--- config.mk ---
export PLATFORM = sky130hd
export DESIGN_NAME = canid_filter
export DESIGN_NICKNAME = d
export VERILOG_FILES = /design/src/rtl/canf_pkg.sv /design/src/rtl/canf_regs.sv /design/src/rtl/canf_bank.sv /design/src/rtl/canf_prio.sv /design/src/rtl/canid_filter.sv
export SDC_FILE = /design/constraint.sdc
export NUM_CORES = 1
export LEC_CHECK = 0
export ABC_CLOCK_PERIOD_IN_PS = 2300
export CORE_MARGIN = 2
export CORE_UTILIZATION = 64
export DETAILED_ROUTE_END_ITERATION = 12
export DONT_BUFFER_PORTS = 1
export GPL_TIMING_DRIVEN = 0
export PLACE_DENSITY_LB_ADDON = 0.05
export SKIP_LAST_GASP = 1
export SLEW_MARGIN = 30
export SYNTH_ARGS = -nofsm -noshare
export SYNTH_HDL_FRONTEND = slang
export SYNTH_HIERARCHICAL = 1
export SYNTH_SLANG_ARGS = --single-unit
--- constraint.sdc ---
create_clock -name clk -period 2.3 [get_ports clk]
set_clock_uncertainty 0.15 [all_clocks]
set_input_delay 0.23 -clock clk [delete_from_list [all_inputs] [get_ports clk]]
set_output_delay 0.23 -clock clk [all_outputs]
set_load 0.02 [all_outputs]
--- src/rtl/canf_pkg.sv ---
package canf_pkg;
  localparam int BANK_BYTES = 4;

  typedef logic [7:0] byte_t;

  typedef enum logic [1:0] {
    FM_WIDE    = 2'b00,
    FM_HALF    = 2'b01,
    FM_NARROW  = 2'b10,
    FM_CLOSED  = 2'b11
  } fmode_e;

  // one identifier byte against one code byte, masked bits ignored
  function automatic logic byte_hit(input byte_t id_b, input byte_t code_b, input byte_t mask_b);
    return ((id_b ^ code_b) & ~mask_b) == 8'h00;
  endfunction

  // number of live filters for a mode, given the bank count
  function automatic int filters_in_mode(input fmode_e m, input int nbank);
    case (m)
      FM_WIDE:   return nbank;
      FM_HALF:   return 2 * nbank;
      FM_NARROW: return BANK_BYTES * nbank;
      default:   return 0;
    endcase
  endfunction
endpackage

--- src/rtl/canf_regs.sv ---
module canf_regs #(
  parameter int NREG = 8,
  localparam int AW = $clog2(NREG)
) (
  input  logic              clk,
  input  logic              rst_n,
  input  logic              init_mode,
  input  logic              we,
  input  logic              sel,
  input  logic [AW-1:0]     addr,
  input  logic [7:0]        wdata,
  output logic [NREG*8-1:0] code_flat,
  output logic [NREG*8-1:0] mask_flat
);
  logic wr_ok;
  assign wr_ok = we && init_mode;

  for (genvar r = 0; r < NREG; r++) begin : g_reg
    always_ff @(posedge clk) begin
      if (!rst_n) begin
        code_flat[r*8 +: 8] <= 8'h00;
        mask_flat[r*8 +: 8] <= 8'h00;
      end else if (wr_ok && addr == AW'(r)) begin
        if (sel) mask_flat[r*8 +: 8] <= wdata;
        else     code_flat[r*8 +: 8] <= wdata;
      end
    end
  end
endmodule

--- src/rtl/canf_bank.sv ---
module canf_bank
  import canf_pkg::*;
(
  input  fmode_e      mode,
  input  logic [31:0] code_b,
  input  logic [31:0] mask_b,
  input  logic [31:0] id_word,
  output logic [3:0]  hits
);
  logic [3:0] full_m;
  logic [3:0] first_m;
  logic [3:0] second_m;
  logic [1:0] half_m;

  for (genvar j = 0; j < BANK_BYTES; j++) begin : g_byte
    // byte j of the header against register byte j (wide filter)
    assign full_m[j]   = byte_hit(id_word[j*8 +: 8], code_b[j*8 +: 8], mask_b[j*8 +: 8]);
    // header byte 0 against register byte j (narrow filters, first half byte)
    assign first_m[j]  = byte_hit(id_word[7:0],      code_b[j*8 +: 8], mask_b[j*8 +: 8]);
    // header byte 1 against register byte j (second byte of a half filter)
    assign second_m[j] = byte_hit(id_word[15:8],     code_b[j*8 +: 8], mask_b[j*8 +: 8]);
  end

  for (genvar h = 0; h < 2; h++) begin : g_half
    assign half_m[h] = first_m[2*h] && second_m[2*h+1];
  end

  always_comb begin
    case (mode)
      FM_WIDE:   hits = {3'b000, &full_m};
      FM_HALF:   hits = {2'b00, half_m};
      FM_NARROW: hits = first_m;
      default:   hits = 4'b0000;
    endcase
  end
endmodule

--- src/rtl/canf_prio.sv ---
module canf_prio #(
  parameter int N = 8,
  localparam int W = $clog2(N)
) (
  input  logic [N-1:0] req,
  output logic         any,
  output logic [W-1:0] idx
);
  always_comb begin
    any = 1'b0;
    idx = '0;
    for (int i = N - 1; i >= 0; i--) begin
      if (req[i]) begin
        any = 1'b1;
        idx = W'(i);
      end
    end
  end
endmodule

--- src/rtl/canid_filter.sv ---
module canid_filter
  import canf_pkg::*;
#(
  parameter int NBANK = 2,
  localparam int NREG  = NBANK * BANK_BYTES,
  localparam int NFILT = NBANK * BANK_BYTES,
  localparam int AW    = $clog2(NREG),
  localparam int HW    = $clog2(NFILT)
) (
  input  logic          clk,
  input  logic          rst_n,
  input  logic          init_mode,
  input  logic          cfg_we,
  input  logic          cfg_sel,
  input  logic [AW-1:0] cfg_addr,
  input  logic [7:0]    cfg_wdata,
  input  logic [1:0]    filt_mode,
  input  logic          frame_valid,
  input  logic [31:0]   id_word,
  output logic          accept,
  output logic [HW-1:0] hit_idx,
  output logic          rx_flag_set
);
  fmode_e mode;
  assign mode = fmode_e'(filt_mode);

  logic [NREG*8-1:0] code_flat;
  logic [NREG*8-1:0] mask_flat;
  logic [3:0]        bank_hits [NBANK];
  logic [NFILT-1:0]  hit_vec;
  logic              any_hit;
  logic [HW-1:0]     lowest_idx;
  logic              take;

  canf_regs #(.NREG(NREG)) u_regs (
    .clk(clk), .rst_n(rst_n), .init_mode(init_mode), .we(cfg_we),
    .sel(cfg_sel), .addr(cfg_addr), .wdata(cfg_wdata),
    .code_flat(code_flat), .mask_flat(mask_flat)
  );

  for (genvar b = 0; b < NBANK; b++) begin : g_bank
    canf_bank u_bank (
      .mode(mode),
      .code_b(code_flat[b*32 +: 32]),
      .mask_b(mask_flat[b*32 +: 32]),
      .id_word(id_word),
      .hits(bank_hits[b])
    );
  end

  // place each bank's hits at the global filter number for the mode
  always_comb begin
    hit_vec = '0;
    for (int b = 0; b < NBANK; b++) begin
      case (mode)
        FM_WIDE: hit_vec[b] = bank_hits[b][0];
        FM_HALF: begin
          hit_vec[2*b]   = bank_hits[b][0];
          hit_vec[2*b+1] = bank_hits[b][1];
        end
        FM_NARROW: begin
          for (int k = 0; k < BANK_BYTES; k++)
            hit_vec[BANK_BYTES*b+k] = bank_hits[b][k];
        end
        default: ;
      endcase
    end
  end

  canf_prio #(.N(NFILT)) u_prio (.req(hit_vec), .any(any_hit), .idx(lowest_idx));

  assign take = frame_valid && any_hit;

  always_ff @(posedge clk) begin
    if (!rst_n) begin
      accept      <= 1'b0;
      rx_flag_set <= 1'b0;
      hit_idx     <= '0;
    end else begin
      accept      <= take;
      rx_flag_set <= take;
      hit_idx     <= take ? lowest_idx : '0;
    end
  end
endmodule

==> flow_summary.yaml, run 1 <==
drt:
  drt-pass1-iter-count: 5
  drc: 0
  drt_iter0_drc: 532
  via_per_inst: 6.253
  wirelength_um: 22030
  wl_per_cell_um: 23.85
  vias: 5778
  ant_nets: 0
floorplanning:
  row_count: 37
  die-area_um2: 11550
  fp.dieH_um: 107.5
  io_pins: 56
  die_w_um: 107.5
  core_um2: 10370
  start_util_pct: 66.10
synth:
  synth.largest_area_cell: "dfxtp_1"
  syn-instance-count: 743
  post_synth_instance_area_um2: 6854
  seq_area_frac_synth_pct: 38.55
  synth-edff-count: 0
  synth.avg_cell_area_um2: 9.225
  yosysUniqueCellTypes: 37
  ys_top_cells_by_count: "nand2_1 (149), dfxtp_1 (132), mux2i_1 (128)"
  yosysMostFrequentCell: "nand2_1"
  syn-num-nets: 798
  yosys_register_bits: 132
  synth.top_cell.area_share_pct: 38.55
  synthArstFlopShare_pct: 0
  ys.flop_type: "dfxtp_1"
  synth.area.top_cells: "dfxtp_1 (39%), mux2i_1 (19%), xnor2_1 (16%)"
  ys_warn_count: 6
critical_path:
  critPathArrivalTime_ns: 2.81
  r2r_start: "u_regs/code_flat[50]"
  critical_path_class: "reg -> reg"
  crit_fanout: 3
  rr_endpoint: "hit_idx[0]"
  required_ns: 2.63
  reg2reg_setup_slack_ns: -0.18
  worst_setup_path_start_kind: "flop"
  r2r_cells: 11
  worstSetupEndpointType: "flop"
cells_and_area:
  postLayoutCellArea_um2: 7891
  antenna_cells: 0
  area.growth.synth_to_final_pct: 15.13
  nNetsFinal: 832
  n_fill_cell: 735
  layout-drive-gt1-share_pct: 13.45
place:
  place_ws_ns: -0.4283
  post-dp-hpwl_um: 15590
  port_buffers: 0
  placed_cell_area_um2: 7024
  gp_congestion: 1.016
sta:
  tns_ns: -0.5676
  max_slew_margin_pct: 45.87
  fin_crit_ns: 2.481
  finalMaxSlewViolations: 0
  max_freq_mhz: 403.0
  setup_ws_ns: -0.1812
  hold_viol_final: 0
  post-route-period-util_pct: 107.9
  rsz0062_at_grt: "yes"
  setup_violations: 4
  tightestPinTransition_ns: 0.8120
global_routing:
  grt_pass1_vias: 5650
  antenna_found_initial: 0
  track_usage_pct: 38.41
  grt_remaining_overflow: 0
  grt_pass1_wl_um: 32220
  grt_max_degree: 17
run_status:
  outcome: "finished with violations"
  violations: "setup timing"
worst_hold_path:
  holdPathStages: 2
  worstHoldStart: "cfg_wdata[1]"
  min_path_type: "in -> reg"
  min_to: "u_regs/mask_flat[41]"
clock_tree:
  cts_tree: "done"
  clockBufferDepth: 2
  cts_made_buffers: 17
  clock-root-buffer: "clkbuf_8"
  clk_pin_slew_ns: 0.06
  cts_sinks: 132
  clock_latency_ns: 0.54
  htree_levels: 4
power:
  power_mw: 5.381
  intPower_mw: 4.129
  vdd_ir_drop_max_mv: 0.6028
  p_leak_nw: 2.819
  share_comb_of_total_power_pct: 8.4
  power_switching_share_pct: 23.26
  sequentialPowerShare_pct: 43.1
  power.switching_mw: 1.252
  power.share.clock_pct: 48.5
  powerDensity_nw_per_um2: 681.9
job:
  maxCapViolations: 0
[sequential cells by signal, summed over array words and instances, names as in the netlist]
name	count
hit_idx	3
u_regs/code_flat	64
u_regs/mask_flat	64
rx_flag_set	1
[how the worst max path moves through the flow]
stage,to,slack (ns),start,cells after the start
2_1_floorplan,hit_idx[0],0.25,u_regs/code_flat[46],11
3_3_place_gp,hit_idx[0],-0.27,id_word[3],12
3_5_place_dp,hit_idx[0],-0.43,u_regs/code_flat[46],11
4_1_cts,hit_idx[1],0.0001,u_regs/code_flat[37],11
5_1_grt,hit_idx[0],-0.30,u_regs/code_flat[63],11
6_report,hit_idx[0],-0.18,u_regs/code_flat[50],11
[worst max-delay path, cell delays in order, from the launching register on]
cell      delay, ns
dfxtp_1        0.39
xnor2_1        0.15
o22ai_1        0.12
nor4_2         0.50
nand2_1        0.10
o21ai_1        0.19
nand2_1        0.07
o21ai_1        0.20
nor2b_1        0.23
o21bai_1       0.11
o41ai_2        0.05
and2_1         0.15
[repair_timing]
item,4_1_cts,5_1_grt
setup buffers,3,4
hold buffers,8,0
endpoints found under the hold margin,31,0
resized for setup,15,21
pin swaps,5,12
endpoints found under the setup margin,4,4
gates cloned,0,0
[power groups by stage]
| stage | logic [mW] | registers [mW] | clock network [mW] |
|---|---|---|---|
| detailed placement | 0.411 | 2.37 | 0 |
| floorplan | 0.303 | 2.37 | 0 |
| finish | 0.452 | 2.32 | 2.61 |
| global placement | 0.406 | 2.37 | 0 |
| global route | 0.471 | 2.32 | 2.73 |
| CTS | 0.433 | 2.32 | 2.63 |
[metrics by stage]
stage | util (%) | hold WS (ns) | std cells
CTS | 74.86 | 0.0003534 | 920
detailed placement | 67.74 | 0.2935 | 879
finish | 76.10 | 0.02423 | 924
global route | 76.10 | 0.005751 | 924
global placement | 67.74 | 0.2873 | 879
floorplan | - | 0.2790 | 743
[cell type report]
cell class	instances	area, um^2	area share [%]
multi-input combinational	562	4118	52.18
buffer	46	224.0	2.838
tap	136	170.2	2.156
timing repair buffer	15	132.6	1.681
inverter	3	11.26	0.1427
sequential	132	2663	33.74
clock buffer	22	473.0	5.993
clock inverter	8	100.1	1.268
[cell usage in the layout (no fill, tap or decap), types with 5 or more instances in the layout]
cell           Yosys  layout
and2_1             9       8
buf_2             18      18
buf_4              3      10
clkbuf_1          18      19
clkbuf_16          0      16
clkbuf_8           0       5
dfxtp_1          132     124
dlygate4sd3_1      0       8
mux2i_1          128     128
nand2_1          149     149
nor2_1            13      13
nor2_2             9       9
nor2b_1            7       6
nor4_1            11       7
nor4_2             3       7
o21ai_0           11      11
o22ai_1           50      48
xnor2_1          126     119
xnor2_2            2       9
[logic make-up after synthesis]
family                   Yosys count  share of synthesized area, %
AND/OR/NAND/NOR                  220                         14.62
flip-flops                       132                         38.55
XOR/XNOR                         128                         16.58
multiplexers                     128                         18.69
AO/OA/AOI/OAI                     82                         7.393
buffers and inverters             49                         3.432
adder cells (fa/ha/maj)            4                        0.7302
[metal layers]
metal | GRT usage (%) | wire length, um | vias up
met1 | 48.06 | 8619 | 2799
met4 | 17.77 | 1004 | 0
met5 | 0 | 0 | -
met3 | 8.777 | 2143 | 73
li1 | - | - | 2597
met2 | 62.76 | 10270 | 309
No activity file was read; power rests on OpenSTA's default activity.
==> inputs of run 2 (changes only) <==
SYNTH_HIERARCHICAL = unset   (was 1)
==> run 2 against run 1 <==
Net effect:
- the run now ends clean
- cell count down 0.43%
- synthesized area up 5.4%
- clock power up 9.6%
- global-route usage up 0.15 points
- non-clock buffer count unchanged
- critical endpoint is now hit_idx[0]
- register-to-register slack better by 0.19 ns
- utilization down 0.89 points
- final area up 4.2%
==> flow_summary.yaml, run 2 <==
power:
  power_mw: 5.717
  vdd_ir_drop_max_mv: 0.6978
  powerDensity_nw_per_um2: 695.2
  p_leak_nw: 2.792
critical_path:
  crit_fanout: 3
  worst_setup_path_start_kind: "flop"
  slowest_delay_ns: 0.62
  crit_family: "simple AND/OR/NAND/NOR gates"
  critical_path_class: "reg -> reg"
  cp_num_buf_inv: 0
  r2r_start: "u_regs.code_flat[23]"
  startpoint: "u_regs.code_flat[23]"
  worstSetupEndpointType: "flop"
  crit_path_cell_trace: "xnor2_1, o22ai_1, nor4_1, and4b_4, or3b_1, a2111oi_2, a311oi_2"
  critPathArrivalTime_ns: 2.48
  slowest_stage: "nor4_1"
  required_ns: 2.48
synth:
  yosysMostFrequentCell: "dfxtp_1"
  ys.flop_type: "dfxtp_1"
  ys_top_cells_by_count: "dfxtp_1 (132), mux2i_1 (128), nor2b_1 (128)"
  syn-instance-count: 732
  synthArstFlopShare_pct: 0
  seq_area_frac_synth_pct: 36.58
  synth.top_cell.area_share_pct: 36.58
  yosysUniqueCellTypes: 46
  synth-edff-count: 0
  syn-num-nets: 787
  post_synth_instance_area_um2: 7224
  synth.area.top_cells: "dfxtp_1 (37%), mux2i_1 (18%), xnor2_1 (15%)"
  synth.largest_area_cell: "dfxtp_1"
  yosys_register_bits: 132
  ys_warn_count: 0
  synth.avg_cell_area_um2: 9.869
drt:
  ant_nets: 0
  via_per_inst: 6.292
  drt_iter0_drc: 552
  wl_per_cell_um: 24.30
  wirelength_um: 22350
  drt-pass1-iter-count: 6
  drc: 0
  vias: 5789
floorplanning:
  row_count: 38
  io_pins: 56
  die-area_um2: 12150
  start_util_pct: 66.06
  core_um2: 10940
  die_w_um: 110.2
  fp.dieH_um: 110.2
sta:
  hold_viol_final: 0
  setup_ws_ns: 0.006743
  post-route-period-util_pct: 99.71
  finalMaxSlewViolations: 0
  whs_ns: 0.1396
  tightestPinTransition_ns: 0.8548
  setup_violations: 0
  rsz0062_at_grt: "yes"
  fin_crit_ns: 2.293
  max_slew_margin_pct: 42.58
  max_freq_mhz: 436.1
global_routing:
  grt_pass1_vias: 5564
  track_usage_pct: 38.56
  antenna_found_initial: 2
  grt_remaining_overflow: 0
  grt_max_degree: 17
  grt_pass1_wl_um: 33400
place:
  gp_congestion: 0.9838
  placed_cell_area_um2: 7400
  post-dp-hpwl_um: 15290
  port_buffers: 0
  place_ws_ns: -0.3075
clock_tree:
  clock_latency_ns: 0.42
  clockBufferDepth: 2
  clk_pin_slew_ns: 0.06
  cts_made_buffers: 17
  htree_levels: 4
  clock-root-buffer: "clkbuf_16"
  cts_sinks: 132
  cts_tree: "done"
cells_and_area:
  final_core_util_pct: 75.21
  multiInputGateArea_um2: 4379
  final_cell_mix: "mux2i_1 (128), nor2b_1 (128), dfxtp_1 (127)"
  n_fill_cell: 806
  layout-drive-gt1-share_pct: 10.55
  reg_top3: "u_regs.code_flat: 64 flops, u_regs.mask_flat: 64 flops, hit_idx: 3 flops"
  area.growth.synth_to_final_pct: 13.84
  postLayoutCellArea_um2: 8224
  seqCellArea_um2: 2649
  nNetsFinal: 820
run_status:
  outcome: "finished, final reports clean"
job:
  maxCapViolations: 0
worst_hold_path:
  worstHoldStart: "rst_n"
  min_path_type: "in -> reg"
## run 2: cell types whose count changed after synthesis, sizes merged, moves of 3 or more
cell / change
o21ai: -9
nand3: +4
clkbuf: +11
and2: -9
nor2: +7
nand2: -139
nor4: -3
buf: -10
nor2b: +121
or4: +3
o22ai: +3
## run 2: metrics by stage
| stage | TNS, ns | cells |
|---|---|---|
| after floorplan | 0 | 732 |
| after detailed placement | -0.8902 | 872 |
| after global placement | -0.7020 | 872 |
| final | 0 | 920 |
| after CTS | 0 | 916 |
| after global routing | -0.04176 | 920 |
## run 2: report_power, final
group,total [mW],internal (mW),switching [mW]
clock,2.86,1.86,0.999
combinational,0.535,0.227,0.308
sequential,2.32,2.30,0.0186
total,5.72,4.39,1.33
## run 2: timing repair
item,in CTS,in global routing
pin swaps,2,5
setup endpoints to repair,3,5
gates resized for setup,4,10
hold endpoints to repair,52,0
hold buffers,12,0
setup buffers,1,1
## run 2: worst paths after layout
kind	to	cells past startpoint	slack, ns
max	hit_idx[0]	7	0.007
min	u_regs.code_flat[39]	2	0.14
max reg2reg	hit_idx[0]	7	0.007
min reg2reg	u_regs.mask_flat[33]	2	0.38
## run 2: metal layers
metal	track usage (%)	vias to the layer above	part of all wire, %
met1	50.22	2766	41
met5	0	-	0
met3	10.64	92	10
met2	57.23	331	42
met4	22.14	0	6.1
li1	-	2600	-
## run 2: cell families (layout without fill, tap and decap cells)
group                    Yosys count  after routing  share of synthesized area [%]
adder cells (fa/ha/maj)            4              4                         0.6928
buffers and inverters             51             96                          3.620
flip-flops                       132            132                          36.58
XOR/XNOR                         128            128                          15.73
multiplexers                     128            128                          17.73
AO/OA/AOI/OAI                     85             85                          8.261
other                              0              3                              0
AND/OR/NAND/NOR                  204            204                          17.39
## run 2: cell type report
| cell class | instances | area share, % |
|---|---|---|
| Tap cell | 140 | 2.130 |
| Buffer | 47 | 2.997 |
| Clock buffer | 22 | 5.644 |
| Timing Repair Buffer | 14 | 1.643 |
| Clock inverter | 9 | 1.856 |
| Antenna cell | 3 | 0.09128 |
| Multi-Input combinational cell | 549 | 53.25 |
| Inverter | 4 | 0.1826 |
| Sequential cell | 132 | 32.21 |
## run 2: worst reg2reg max path: stages (launching register included)
cell	delay, ns
dfxtp_1	0.39
xnor2_1	0.14
o22ai_1	0.09
nor4_1	0.62
and4b_4	0.37
or3b_1	0.15
a2111oi_2	0.07
a311oi_2	0.24
